[src/rtl/skew_pkg.sv]
package skew_pkg;

  localparam logic [1:0] T_LOW  = 2'b00;
  localparam logic [1:0] T_MID  = 2'b01;
  localparam logic [1:0] T_HIGH = 2'b10;

  typedef enum logic [1:0] {
    FN_SHIFT = 2'd0,
    FN_DIV2  = 2'd1,
    FN_DIV4  = 2'd2,
    FN_INV   = 2'd3
  } pair_fn_e;

  typedef struct packed {
    pair_fn_e           fn;
    logic signed [3:0]  off;
  } pair_cfg_t;

  // Unused code 11 folds onto MID, like a floating strap.
  function automatic logic [1:0] tern_norm(input logic [1:0] raw);
    return (raw == 2'b11) ? T_MID : raw;
  endfunction

endpackage

[src/rtl/pair_decode.sv]
module pair_decode
  import skew_pkg::*;
#(
  parameter bit WIDE    = 1'b0,
  parameter bit HH_DIV4 = 1'b0
) (
  input  logic [3:0] sel,
  output pair_cfg_t  cfg
);

  logic [1:0] f1_n;
  logic [1:0] f0_n;
  logic [3:0] code9;

  always_comb begin
    f1_n  = tern_norm(sel[3:2]);
    f0_n  = tern_norm(sel[1:0]);
    code9 = ({2'b00, f1_n} * 4'd3) + {2'b00, f0_n};
  end

  generate
    if (WIDE) begin : g_wide
      logic [2:0] step;
      always_comb begin
        step    = code9[2:0] - 3'd4;
        cfg.fn  = FN_SHIFT;
        cfg.off = {step, 1'b0};
        if (code9 == 4'd0) begin
          cfg.fn  = FN_DIV2;
          cfg.off = '0;
        end else if (code9 == 4'd8) begin
          cfg.fn  = HH_DIV4 ? FN_DIV4 : FN_INV;
          cfg.off = '0;
        end
      end
    end else begin : g_narrow
      always_comb begin
        cfg.fn  = FN_SHIFT;
        cfg.off = code9 - 4'd4;
      end
    end
  endgenerate

endmodule

[src/rtl/phase_counter.sv]
module phase_counter
  import skew_pkg::*;
#(
  parameter int N_LO = 44,
  parameter int N_MD = 26,
  parameter int N_HI = 16,
  parameter int CW   = 6,
  parameter int SELW = 16
) (
  input  logic            clk,
  input  logic            rst_n,
  input  logic [1:0]      range_sel,
  input  logic [SELW-1:0] fsel,
  output logic [CW-1:0]   phase,
  output logic [1:0]      idx,
  output logic [CW-1:0]   n_cur,
  output logic [SELW-1:0] sel_cur
);

  logic [CW-1:0]   phase_q, phase_d, n_use;
  logic [1:0]      idx_q, idx_d, rng_q, rng_use;
  logic [SELW-1:0] sel_q, sel_use;
  logic            fresh_q, wrap, load, chg;

  always_comb begin
    rng_use = fresh_q ? range_sel : rng_q;
    sel_use = fresh_q ? fsel : sel_q;
    case (tern_norm(rng_use))
      T_LOW:   n_use = CW'(N_LO);
      T_MID:   n_use = CW'(N_MD);
      default: n_use = CW'(N_HI);
    endcase
    wrap    = (phase_q == n_use - CW'(1));
    load    = wrap | fresh_q;
    chg     = (range_sel != rng_q) | (fsel != sel_q);
    phase_d = wrap ? '0 : phase_q + CW'(1);
    idx_d   = idx_q;
    if (wrap) idx_d = chg ? 2'd0 : idx_q + 2'd1;
  end

  always_ff @(posedge clk or negedge rst_n) begin
    if (!rst_n) begin
      phase_q <= '0;
      idx_q   <= '0;
      fresh_q <= 1'b1;
    end else begin
      phase_q <= phase_d;
      idx_q   <= idx_d;
      fresh_q <= 1'b0;
    end
  end

  always_ff @(posedge clk or negedge rst_n) begin
    if (!rst_n) begin
      rng_q <= '0;
      sel_q <= '0;
    end else if (load) begin
      rng_q <= range_sel;
      sel_q <= fsel;
    end
  end

  assign phase   = phase_q;
  assign idx     = idx_q;
  assign n_cur   = n_use;
  assign sel_cur = sel_use;

  AST_PHASE_IN_RANGE: assert property (@(posedge clk) disable iff (!rst_n)
    phase_q < n_use);
  AST_WRAP_TO_ZERO: assert property (@(posedge clk) disable iff (!rst_n)
    (phase_q == n_use - CW'(1)) |=> (phase_q == '0));
  AST_SEL_HELD: assert property (@(posedge clk) disable iff (!rst_n)
    (!wrap && !fresh_q) |=> ($stable(sel_q) && $stable(rng_q)));
  AST_IDX_STEP: assert property (@(posedge clk) disable iff (!rst_n)
    (wrap && range_sel == rng_q && fsel == sel_q) |=> (idx_q == $past(idx_q) + 2'd1));

endmodule

[src/rtl/pair_wave.sv]
module pair_wave
  import skew_pkg::*;
#(
  parameter bit WIDE    = 1'b0,
  parameter bit HH_DIV4 = 1'b0,
  parameter int CW      = 6,
  parameter int EW      = 9
) (
  input  logic          clk,
  input  logic          rst_n,
  input  logic [CW-1:0] phase,
  input  logic [1:0]    idx,
  input  logic [CW-1:0] n_cur,
  input  logic [3:0]    sel,
  input  logic          bypass,
  input  logic          byp_ref,
  input  logic [1:0]    byp_div,
  output logic [1:0]    q
);

  pair_cfg_t cfg;

  pair_decode #(.WIDE(WIDE), .HH_DIV4(HH_DIV4)) u_dec (
    .sel (sel),
    .cfg (cfg)
  );

  logic [EW-1:0]   n_e, ph_e, half_e, n2, n4, acc2, acc4;
  logic signed [EW:0] t_s;
  logic            shift_hi, div2_hi, div4_hi, norm_hi, byp_hi, wave_d;

  always_comb begin
    n_e    = EW'(n_cur);
    ph_e   = EW'(phase);
    half_e = n_e >> 1;
    n2     = n_e << 1;
    n4     = n_e << 2;

    t_s = $signed({1'b0, ph_e}) - $signed({{(EW-3){cfg.off[3]}}, cfg.off});
    if (t_s[EW]) t_s = t_s + $signed({1'b0, n_e});
    else if (t_s >= $signed({1'b0, n_e})) t_s = t_s - $signed({1'b0, n_e});
    shift_hi = t_s < $signed({1'b0, half_e});

    acc2 = (idx[0] ? n_e : '0) + ph_e + half_e;
    if (acc2 >= n2) acc2 = acc2 - n2;
    div2_hi = acc2 < n_e;

    acc4 = n_e * EW'(idx) + ph_e + half_e + (half_e << 1);
    if (acc4 >= n4) acc4 = acc4 - n4;
    div4_hi = acc4 < n2;

    case (cfg.fn)
      FN_DIV2: begin norm_hi = div2_hi;      byp_hi = byp_div[0]; end
      FN_DIV4: begin norm_hi = div4_hi;      byp_hi = byp_div[1]; end
      FN_INV:  begin norm_hi = ~(ph_e < half_e); byp_hi = ~byp_ref; end
      default: begin norm_hi = shift_hi;     byp_hi = byp_ref;    end
    endcase
    wave_d = bypass ? byp_hi : norm_hi;
  end

  logic [1:0] q_r;

  for (genvar k = 0; k < 2; k++) begin : g_drv
    always_ff @(posedge clk or negedge rst_n) begin
      if (!rst_n) q_r[k] <= 1'b0;
      else        q_r[k] <= wave_d;
    end
  end

  assign q = q_r;

  AST_PAIR_EQUAL: assert property (@(posedge clk) disable iff (!rst_n)
    q_r[0] == q_r[1]);

endmodule

[src/rtl/skew_clock_gen.sv]
module skew_clock_gen
  import skew_pkg::*;
#(
  parameter int N_LO = 44,
  parameter int N_MD = 26,
  parameter int N_HI = 16
) (
  input  logic        clk,
  input  logic        rst_n,
  input  logic        ref_in,
  input  logic [1:0]  test_sel,
  input  logic [1:0]  range_sel,
  input  logic [15:0] fsel,
  output logic [3:0]  clk_a,
  output logic [3:0]  clk_b
);

  localparam int NPAIR = 4;
  localparam int SELW  = 4 * NPAIR;
  localparam int NMAX  = (N_LO > N_MD) ? ((N_LO > N_HI) ? N_LO : N_HI)
                                       : ((N_MD > N_HI) ? N_MD : N_HI);
  localparam int CW    = $clog2(NMAX);
  localparam int EW    = $clog2(4 * NMAX) + 1;

  // Reset: asserts at once, releases after two clock edges.
  logic [1:0] rs_q;
  logic       rst_int_n;

  always_ff @(posedge clk or negedge rst_n) begin
    if (!rst_n) rs_q <= '0;
    else        rs_q <= {rs_q[0], 1'b1};
  end
  assign rst_int_n = rs_q[1];

  // Reference synchroniser and falling-edge counter for bypass.
  logic [2:0] ref_pipe_q, ref_pipe_d;
  logic [1:0] fcnt_q, fcnt_d;
  logic       ref_fall, bypass;

  always_comb begin
    ref_pipe_d = {ref_pipe_q[1:0], ref_in};
    ref_fall   = ref_pipe_q[2] & ~ref_pipe_q[1];
    fcnt_d     = fcnt_q + {1'b0, ref_fall};
    bypass     = (tern_norm(test_sel) != T_LOW);
  end

  always_ff @(posedge clk or negedge rst_int_n) begin
    if (!rst_int_n) begin
      ref_pipe_q <= '0;
      fcnt_q     <= '0;
    end else begin
      ref_pipe_q <= ref_pipe_d;
      fcnt_q     <= fcnt_d;
    end
  end

  logic [CW-1:0]   phase, n_cur;
  logic [1:0]      idx;
  logic [SELW-1:0] sel_cur;

  phase_counter #(
    .N_LO(N_LO), .N_MD(N_MD), .N_HI(N_HI), .CW(CW), .SELW(SELW)
  ) u_cnt (
    .clk       (clk),
    .rst_n     (rst_int_n),
    .range_sel (range_sel),
    .fsel      (fsel),
    .phase     (phase),
    .idx       (idx),
    .n_cur     (n_cur),
    .sel_cur   (sel_cur)
  );

  for (genvar p = 0; p < NPAIR; p++) begin : g_pair
    logic [1:0] q_pair;
    pair_wave #(
      .WIDE(p >= 2), .HH_DIV4(p == 2), .CW(CW), .EW(EW)
    ) u_wave (
      .clk     (clk),
      .rst_n   (rst_int_n),
      .phase   (phase),
      .idx     (idx),
      .n_cur   (n_cur),
      .sel     (sel_cur[4*p +: 4]),
      .bypass  (bypass),
      .byp_ref (ref_pipe_q[1]),
      .byp_div (fcnt_d),
      .q       (q_pair)
    );
    assign clk_a[p] = q_pair[0];
    assign clk_b[p] = q_pair[1];
  end

  always @(posedge clk) begin
    if (!rst_n) begin
      AST_RST_QUIET: assert (clk_a == '0 && clk_b == '0);
    end
  end

endmodule

[config.mk]
export PLATFORM = sky130hd
export DESIGN_NAME = skew_clock_gen
export DESIGN_NICKNAME = d
export VERILOG_FILES = /design/src/rtl/skew_pkg.sv /design/src/rtl/pair_decode.sv /design/src/rtl/phase_counter.sv /design/src/rtl/pair_wave.sv /design/src/rtl/skew_clock_gen.sv
export SDC_FILE = /design/constraint.sdc
export NUM_CORES = 1
export LEC_CHECK = 0
export ABC_AREA = 1
export BUFFER_PORTS_ARGS = -buffer_cell sky130_fd_sc_hd__buf_2
export CAP_MARGIN = 20
export CORE_MARGIN = 5
export CORE_UTILIZATION = 53
export DETAILED_ROUTE_END_ITERATION = 8
export PLACE_DENSITY_LB_ADDON = 0.3
export SLEW_MARGIN = 25
export SYNTH_ARGS = -nofsm -noshare
export SYNTH_HDL_FRONTEND = slang
export SYNTH_HIERARCHICAL = 1
export SYNTH_SLANG_ARGS = --single-unit
[constraint.sdc]
create_clock -name clk -period 3.18 [get_ports clk]
set_input_delay 0.318 -clock clk [delete_from_list [all_inputs] [get_ports clk]]
set_output_delay 0.318 -clock clk [all_outputs]
set_load 0.02 [all_outputs]
==> results of run 1 <==
[placed cells by master, fill, tap and decap left out, types with 5 or more instances in the layout]
cell type and count:
or2_2 14, xor2_2 5, a21oi_2 16, nand3b_1 5
nand4_1 21, nand2_2 46, ha_1 272, o21bai_1 14
buf_2 30, a21oi_4 6, inv_2 34, clkbuf_16 5
o21ai_0 116, nor2_2 11, o21ai_1 25, a31oi_1 5
o211ai_1 11, nor2_4 5, o21a_1 12, nand2_1 514
nand3_2 14, a21o_1 5, nor2_1 135, ha_4 13
a21oi_1 120, nor3_1 14, fa_1 109, xnor2_1 11
or2_1 7, buf_4 469, dfrtp_1 36, conb_1 9
nand3_1 131, xor2_1 74, inv_1 442, nand2_4 13
[through the flow]
step	util, %	setup slack, ns
5_1_grt	69.4	-3.22
4_1_cts	68.7	-2.75
3_5_place_dp	66.7	-2.91
3_3_place_gp	66.7	-2.72
6_report	69.4	-2.88
2_1_floorplan	-	-3.12
[cell usage after synthesis (12+ instances only)]
master | count | area, µm²
a21oi_1 | 133 | 666
buf_4 | 18 | 135
clkbuf_1 | 17 | 63.8
dfrtp_1 | 37 | 926
fa_1 | 112 | 2240
ha_1 | 286 | 3580
inv_1 | 457 | 1720
inv_2 | 21 | 78.8
nand2_1 | 532 | 2000
nand2_2 | 34 | 213
nand3_1 | 135 | 676
nand4_1 | 21 | 131
nor2_1 | 139 | 522
nor3_1 | 15 | 75.1
o21a_1 | 12 | 90.1
o21ai_0 | 130 | 651
o21ai_1 | 13 | 65.1
o21bai_1 | 14 | 105
or2_2 | 14 | 87.6
xnor2_1 | 12 | 105
xor2_1 | 79 | 692
[cells by family (layout without fill, tap and decap cells)]
kind of cell | after synthesis | count (layout)
AOI/OAI and AO/OA | 358 | 358
xor gates and xnor gates | 91 | 91
adders and majority gates | 398 | 398
buffers and inverters | 530 | 997
DFF | 38 | 38
other | 6 | 9
and+or+nand+nor | 947 | 947
[per-layer routing]
metal	up-vias	part of all wire (%)
met2	491	48
met4	0	4.1
li1	8423	-
met3	126	6.0
met1	7885	41
met5	-	0
[sequential cells by signal, indices dropped and copies added, names as in the netlist]
signal / flops
u_cnt/sel_q: 16
u_cnt/phase: 6
g_pair.u_wave/q: 4
ref_pipe_q: 3
fcnt_q: 2
rs_q: 2
u_cnt/idx: 2
u_cnt/rng_q: 2
u_cnt/fresh_q: 1
[repair_timing]
| item | CTS | global route |
|---|---|---|
| setup buffers | 27 | 12 |
| resized for setup | 46 | 33 |
| hold buffers | 1 | 0 |
| endpoints found under the hold margin | 2 | 0 |
| endpoints found under the setup margin | 4 | 4 |
| pin swaps | 42 | 42 |
| gates cloned | 0 | 0 |
[worst paths after layout]
check	slack, ns	from	to
max	-2.88	u_cnt/fresh_q	g_pair[2].u_wave/q[1]
min	0.14	ref_in	ref_pipe_q[0]
max reg2reg	-2.88	u_cnt/fresh_q	g_pair[2].u_wave/q[1]
min reg2reg	0.35	rs_q[0]	rs_q[1]
max in group asynchronous	2.23	rs_q[1]	fcnt_q[1]
min in group asynchronous	0.34	rst_n	rs_q[1]
[final cells by class]
| cell class | instances | area (µm²) |
|---|---|---|
| fill | 2403 | 9100 |
| clock inverter | 3 | 68.8 |
| timing repair buffer | 508 | 3800 |
| clock buffer | 5 | 125 |
| tap | 390 | 488 |
| multi-input combinational | 1803 | 13400 |
| sequential | 38 | 953 |
| inverter | 481 | 1810 |
==> results.cfg, run 1 <==
[floorplan]
die_area_mm2 = 0.0338
row_count = 63
die-width_um = 184
dieHeight_um = 184
num_io_pins = 31
core_mm2 = 0.0297
initial_core_util_pct = 53.9

[final_layout]
drive_gt1_share_pct = 25.2
final_nets = 3258
syn2layout_area_growth_pct = 28.7
fin_cells = 3228
n_antenna_cell = 0
final_area_mm2 = 0.0206

[worst_hold_path]
min_path_cells = 1
min_path_type = input pin to register

[sta]
maxSlewViolCount = 0
timing.hold.ws_ns = 0.139
fin_ws_ns = -2.88
fmax_mhz = 165
skew_ns = 0.00679
tns_ns = -10.32
period_needed_ns = 6.06
final-setup-viol-count = 4
timing.slew.headroom_pct = 41.9
rsz0062_at_grt = yes
worst-slew-pin-transition_ns = 0.872
hold_viol_final = 0
period_share_pct = 190

[clock_tree]
cts.sinks = 38
clk_pin_slew_worst_paths_ns = 0.07
clockBufferDepth = 2
cts_buffers = 5
cts_root_buffer = clkbuf_16
clkLatencyLatePin_ns = 0.29
cts_tree = built
cts_max_level = 2

[setup_path]
slowest_stage = dfstp_2
path_class = register to register
ff2ff_path_depth = 41
cp_data_required_time_ns = 3.37
slowest_delay_ns = 0.62
critPathTopFamily = adder cells
cp-start-kind = register
end_kind = register
path_common_cell = nand2_1
worstPathArrival_ns = 6.24
critPathMaxFanout = 7
critPathBufInv = 10
cp.depth = 41

[yosys]
ys_ff_latch = 38
synth_fa_ha_area_share_pct = 36.3
synth-compound-area-share_pct = 12.8
avgSynthCellArea_um2 = 6.77
synth_top_family_by_area = adder cells
yosys_warnings = 6
async_reset_ff_share_pct = 100
synthDistinctLibCells = 59
syn_area_mm2 = 0.0160
ys_seq_area_share_pct = 5.94
synth_mux_area_share_pct = 0
synth-edff-count = 0
yosys.area_share.simple_pct = 26.3
postSynthCellCount = 2368
ys.flop_type = dfrtp_1
synthXorXnorAreaFrac_pct = 4.97

[route]
drt_wl_total_mm = 47.7
wl_per_cell_um = 14.8
vias = 16900
ant_nets = 0
remaining_drc_errors = 0
drtIter0Drc = 1079
via_per_inst = 5.24
dr.pass1.iters = 7

[grt]
grt_max_degree = 41
grt_pass1_vias = 17100
grt_pass1_wl_mm = 78.5
met2_usage_pct = 50.0
gr-total-overflow = 0
grt_usage_pct = 27.8
met3_usage_pct = 2.85
antenna_found_initial = 0
use_met1_pct = 34.1
grt_busiest_layer = met2

[placement]
dp.cells = 3182
place_area_mm2 = 0.0198
gp_congestion = 0.934
hpwl_mm = 38.4
numPortBuffers = 30

[flow_run]
cap_violations = 0

[outcome]
violations = negative setup slack
status = finished, violations left
Power of run 1 is not shown: default switching activity piles up to over one toggle a cycle in this logic, so the estimate is an artifact.
==> run 2: changes to the inputs <==
Settings changed: RECOVER_POWER set to 25.
==> results.cfg, run 2 (same netlist as run 1, synthesis figures left out) <==
[outcome]
status = finished, violations left
violations = max-capacitance violations, max-slew violations, negative setup slack

[setup_path]
cp-start-kind = register
r2r_start = u_cnt/fresh_q
path_class = register to register
slowest_delay_ns = 0.62
cp_data_required_time_ns = 3.37
end_kind = register
rrSetupSlack_ns = -2.88
critPathMaxFanout = 7
startpoint = u_cnt/fresh_q
worstPathArrival_ns = 6.25
reg2reg_to = g_pair[2].u_wave/q[1]
critPathCapture = g_pair[2].u_wave/q[1]
slowest_stage = dfstp_2
ff2ff_path_depth = 41
path_common_cell = nand2_1

[final_layout]
nFillCells = 2406
drive_gt1_share_pct = 25.1
largest_reg_flops = 16
n_antenna_cell = 0
final_common_cell = nand2_1
final_cell_mix = nand2_1 (514), buf_4 (468), inv_1 (442), ha_1 (272), nor2_1 (135)
regMostFlops = u_cnt/sel_q
final_nets = 3258
syn2layout_area_growth_pct = 28.7

[floorplan]
row_count = 63
num_io_pins = 31
core_mm2 = 0.0297
die-width_um = 184
dieHeight_um = 184
die_area_mm2 = 0.0338
initial_core_util_pct = 53.9

[sta]
fmax_mhz = 165
skew_ns = 0.00607
hold_viol_final = 0
period_needed_ns = 6.06
worst-slew-pin-transition_ns = 1.59
final-setup-viol-count = 4
rsz0062_at_grt = yes
maxSlewViolCount = 37
fin_ws_ns = -2.88
period_share_pct = 191
timing.slew.headroom_pct = -5.98

[grt]
grt_pass1_vias = 17100
grt_pass1_wl_mm = 78.5
antenna_found_initial = 0
grt_usage_pct = 27.8
gr-total-overflow = 0
grt_max_degree = 41

[clock_tree]
clkLatencyLatePin_ns = 0.29
cts_tree = built
cts_max_level = 2
clk_pin_slew_worst_paths_ns = 0.07
clockBufferDepth = 2
cts_root_buffer = clkbuf_16
cts_buffers = 5
cts.sinks = 38

[route]
drtIter0Drc = 1076
drt_wl_total_mm = 47.7
dr.pass1.iters = 8
via_per_inst = 5.25
ant_nets = 0
remaining_drc_errors = 0
wl_per_cell_um = 14.8
vias = 16900

[placement]
hpwl_mm = 38.4
pre_cts_ws_ns = -2.91
gp_congestion = 0.934
numPortBuffers = 30

[flow_run]
cap_violations = 1

[worst_hold_path]
min_path_type = input pin to register
==> run 2: changes by cell type in the layout (fill, tap and decap cells not counted) <==
cell and change:
dfrtp_1 +1, clkbuf_1 +2, buf_2 -1, dfrtp_2 -1, buf_4 -1
==> run 2: layer usage <==
layer | up-vias | global-route usage, % | wire (µm)
met5 | - | 0 | 0
met4 | 0 | 10.6 | 1990
met3 | 131 | 2.85 | 2580
met2 | 501 | 50.0 | 23100
met1 | 7881 | 34.1 | 20000
li1 | 8427 | - | -
==> run 2: worst max-delay path, delay by kind of cell, from the launching register on <==
kind            cells  cell delay, ns
fa+ha+maj           6            2.35
flops               1            0.62
compound gates      4            0.33
buf+inv            10            0.85
simple gates       21            1.79
==> run 2: area by class of cell <==
type / instances / area (µm²) / area share [%]
Clock buffer: 5 / 125 / 0.607
Multi-Input combinational cell: 1803 / 13400 / 64.9
Timing Repair Buffer: 508 / 3800 / 18.4
Inverter: 481 / 1810 / 8.78
Sequential cell: 38 / 952 / 4.62
Clock inverter: 3 / 68.8 / 0.334
Tap cell: 390 / 488 / 2.37
==> run 2: worst min path at each step <==
stage	cells past startpoint	endpoint	start	slack (ns)
finish	1	ref_pipe_q[0]	ref_in	0.14
global route	1	ref_pipe_q[0]	ref_in	0.14
CTS	1	ref_pipe_q[0]	ref_in	0.14
detailed placement	1	rs_q[0]	rst_n	0.10
global placement	1	rs_q[0]	rst_n	0.11
floorplan	0	rs_q[0]	rst_n	0.02
==> run 2: timing repair <==
item / CTS / global route
setup buffers: 27 / 12
pin swaps: 42 / 42
hold buffers: 1 / 0
resized for setup: 46 / 33
setup endpoints to repair: 4 / 4
endpoints found under the hold margin: 2 / 0
==> run 2: metrics by stage <==
step	util (%)	area (µm²)	std cells	hold slack, ns	setup TNS, ns
3_3_place_gp	66.7	19800	3182	0.108	-9.76
4_1_cts	68.7	20400	3217	0.136	-9.96
2_1_floorplan	-	16200	2371	0.0224	-9.67
6_report	69.4	20600	3228	0.139	-10.32
3_5_place_dp	66.7	19800	3182	0.104	-10.35
5_1_grt	69.4	20600	3228	0.140	-11.81
Power of run 2 is left out for the same reason.
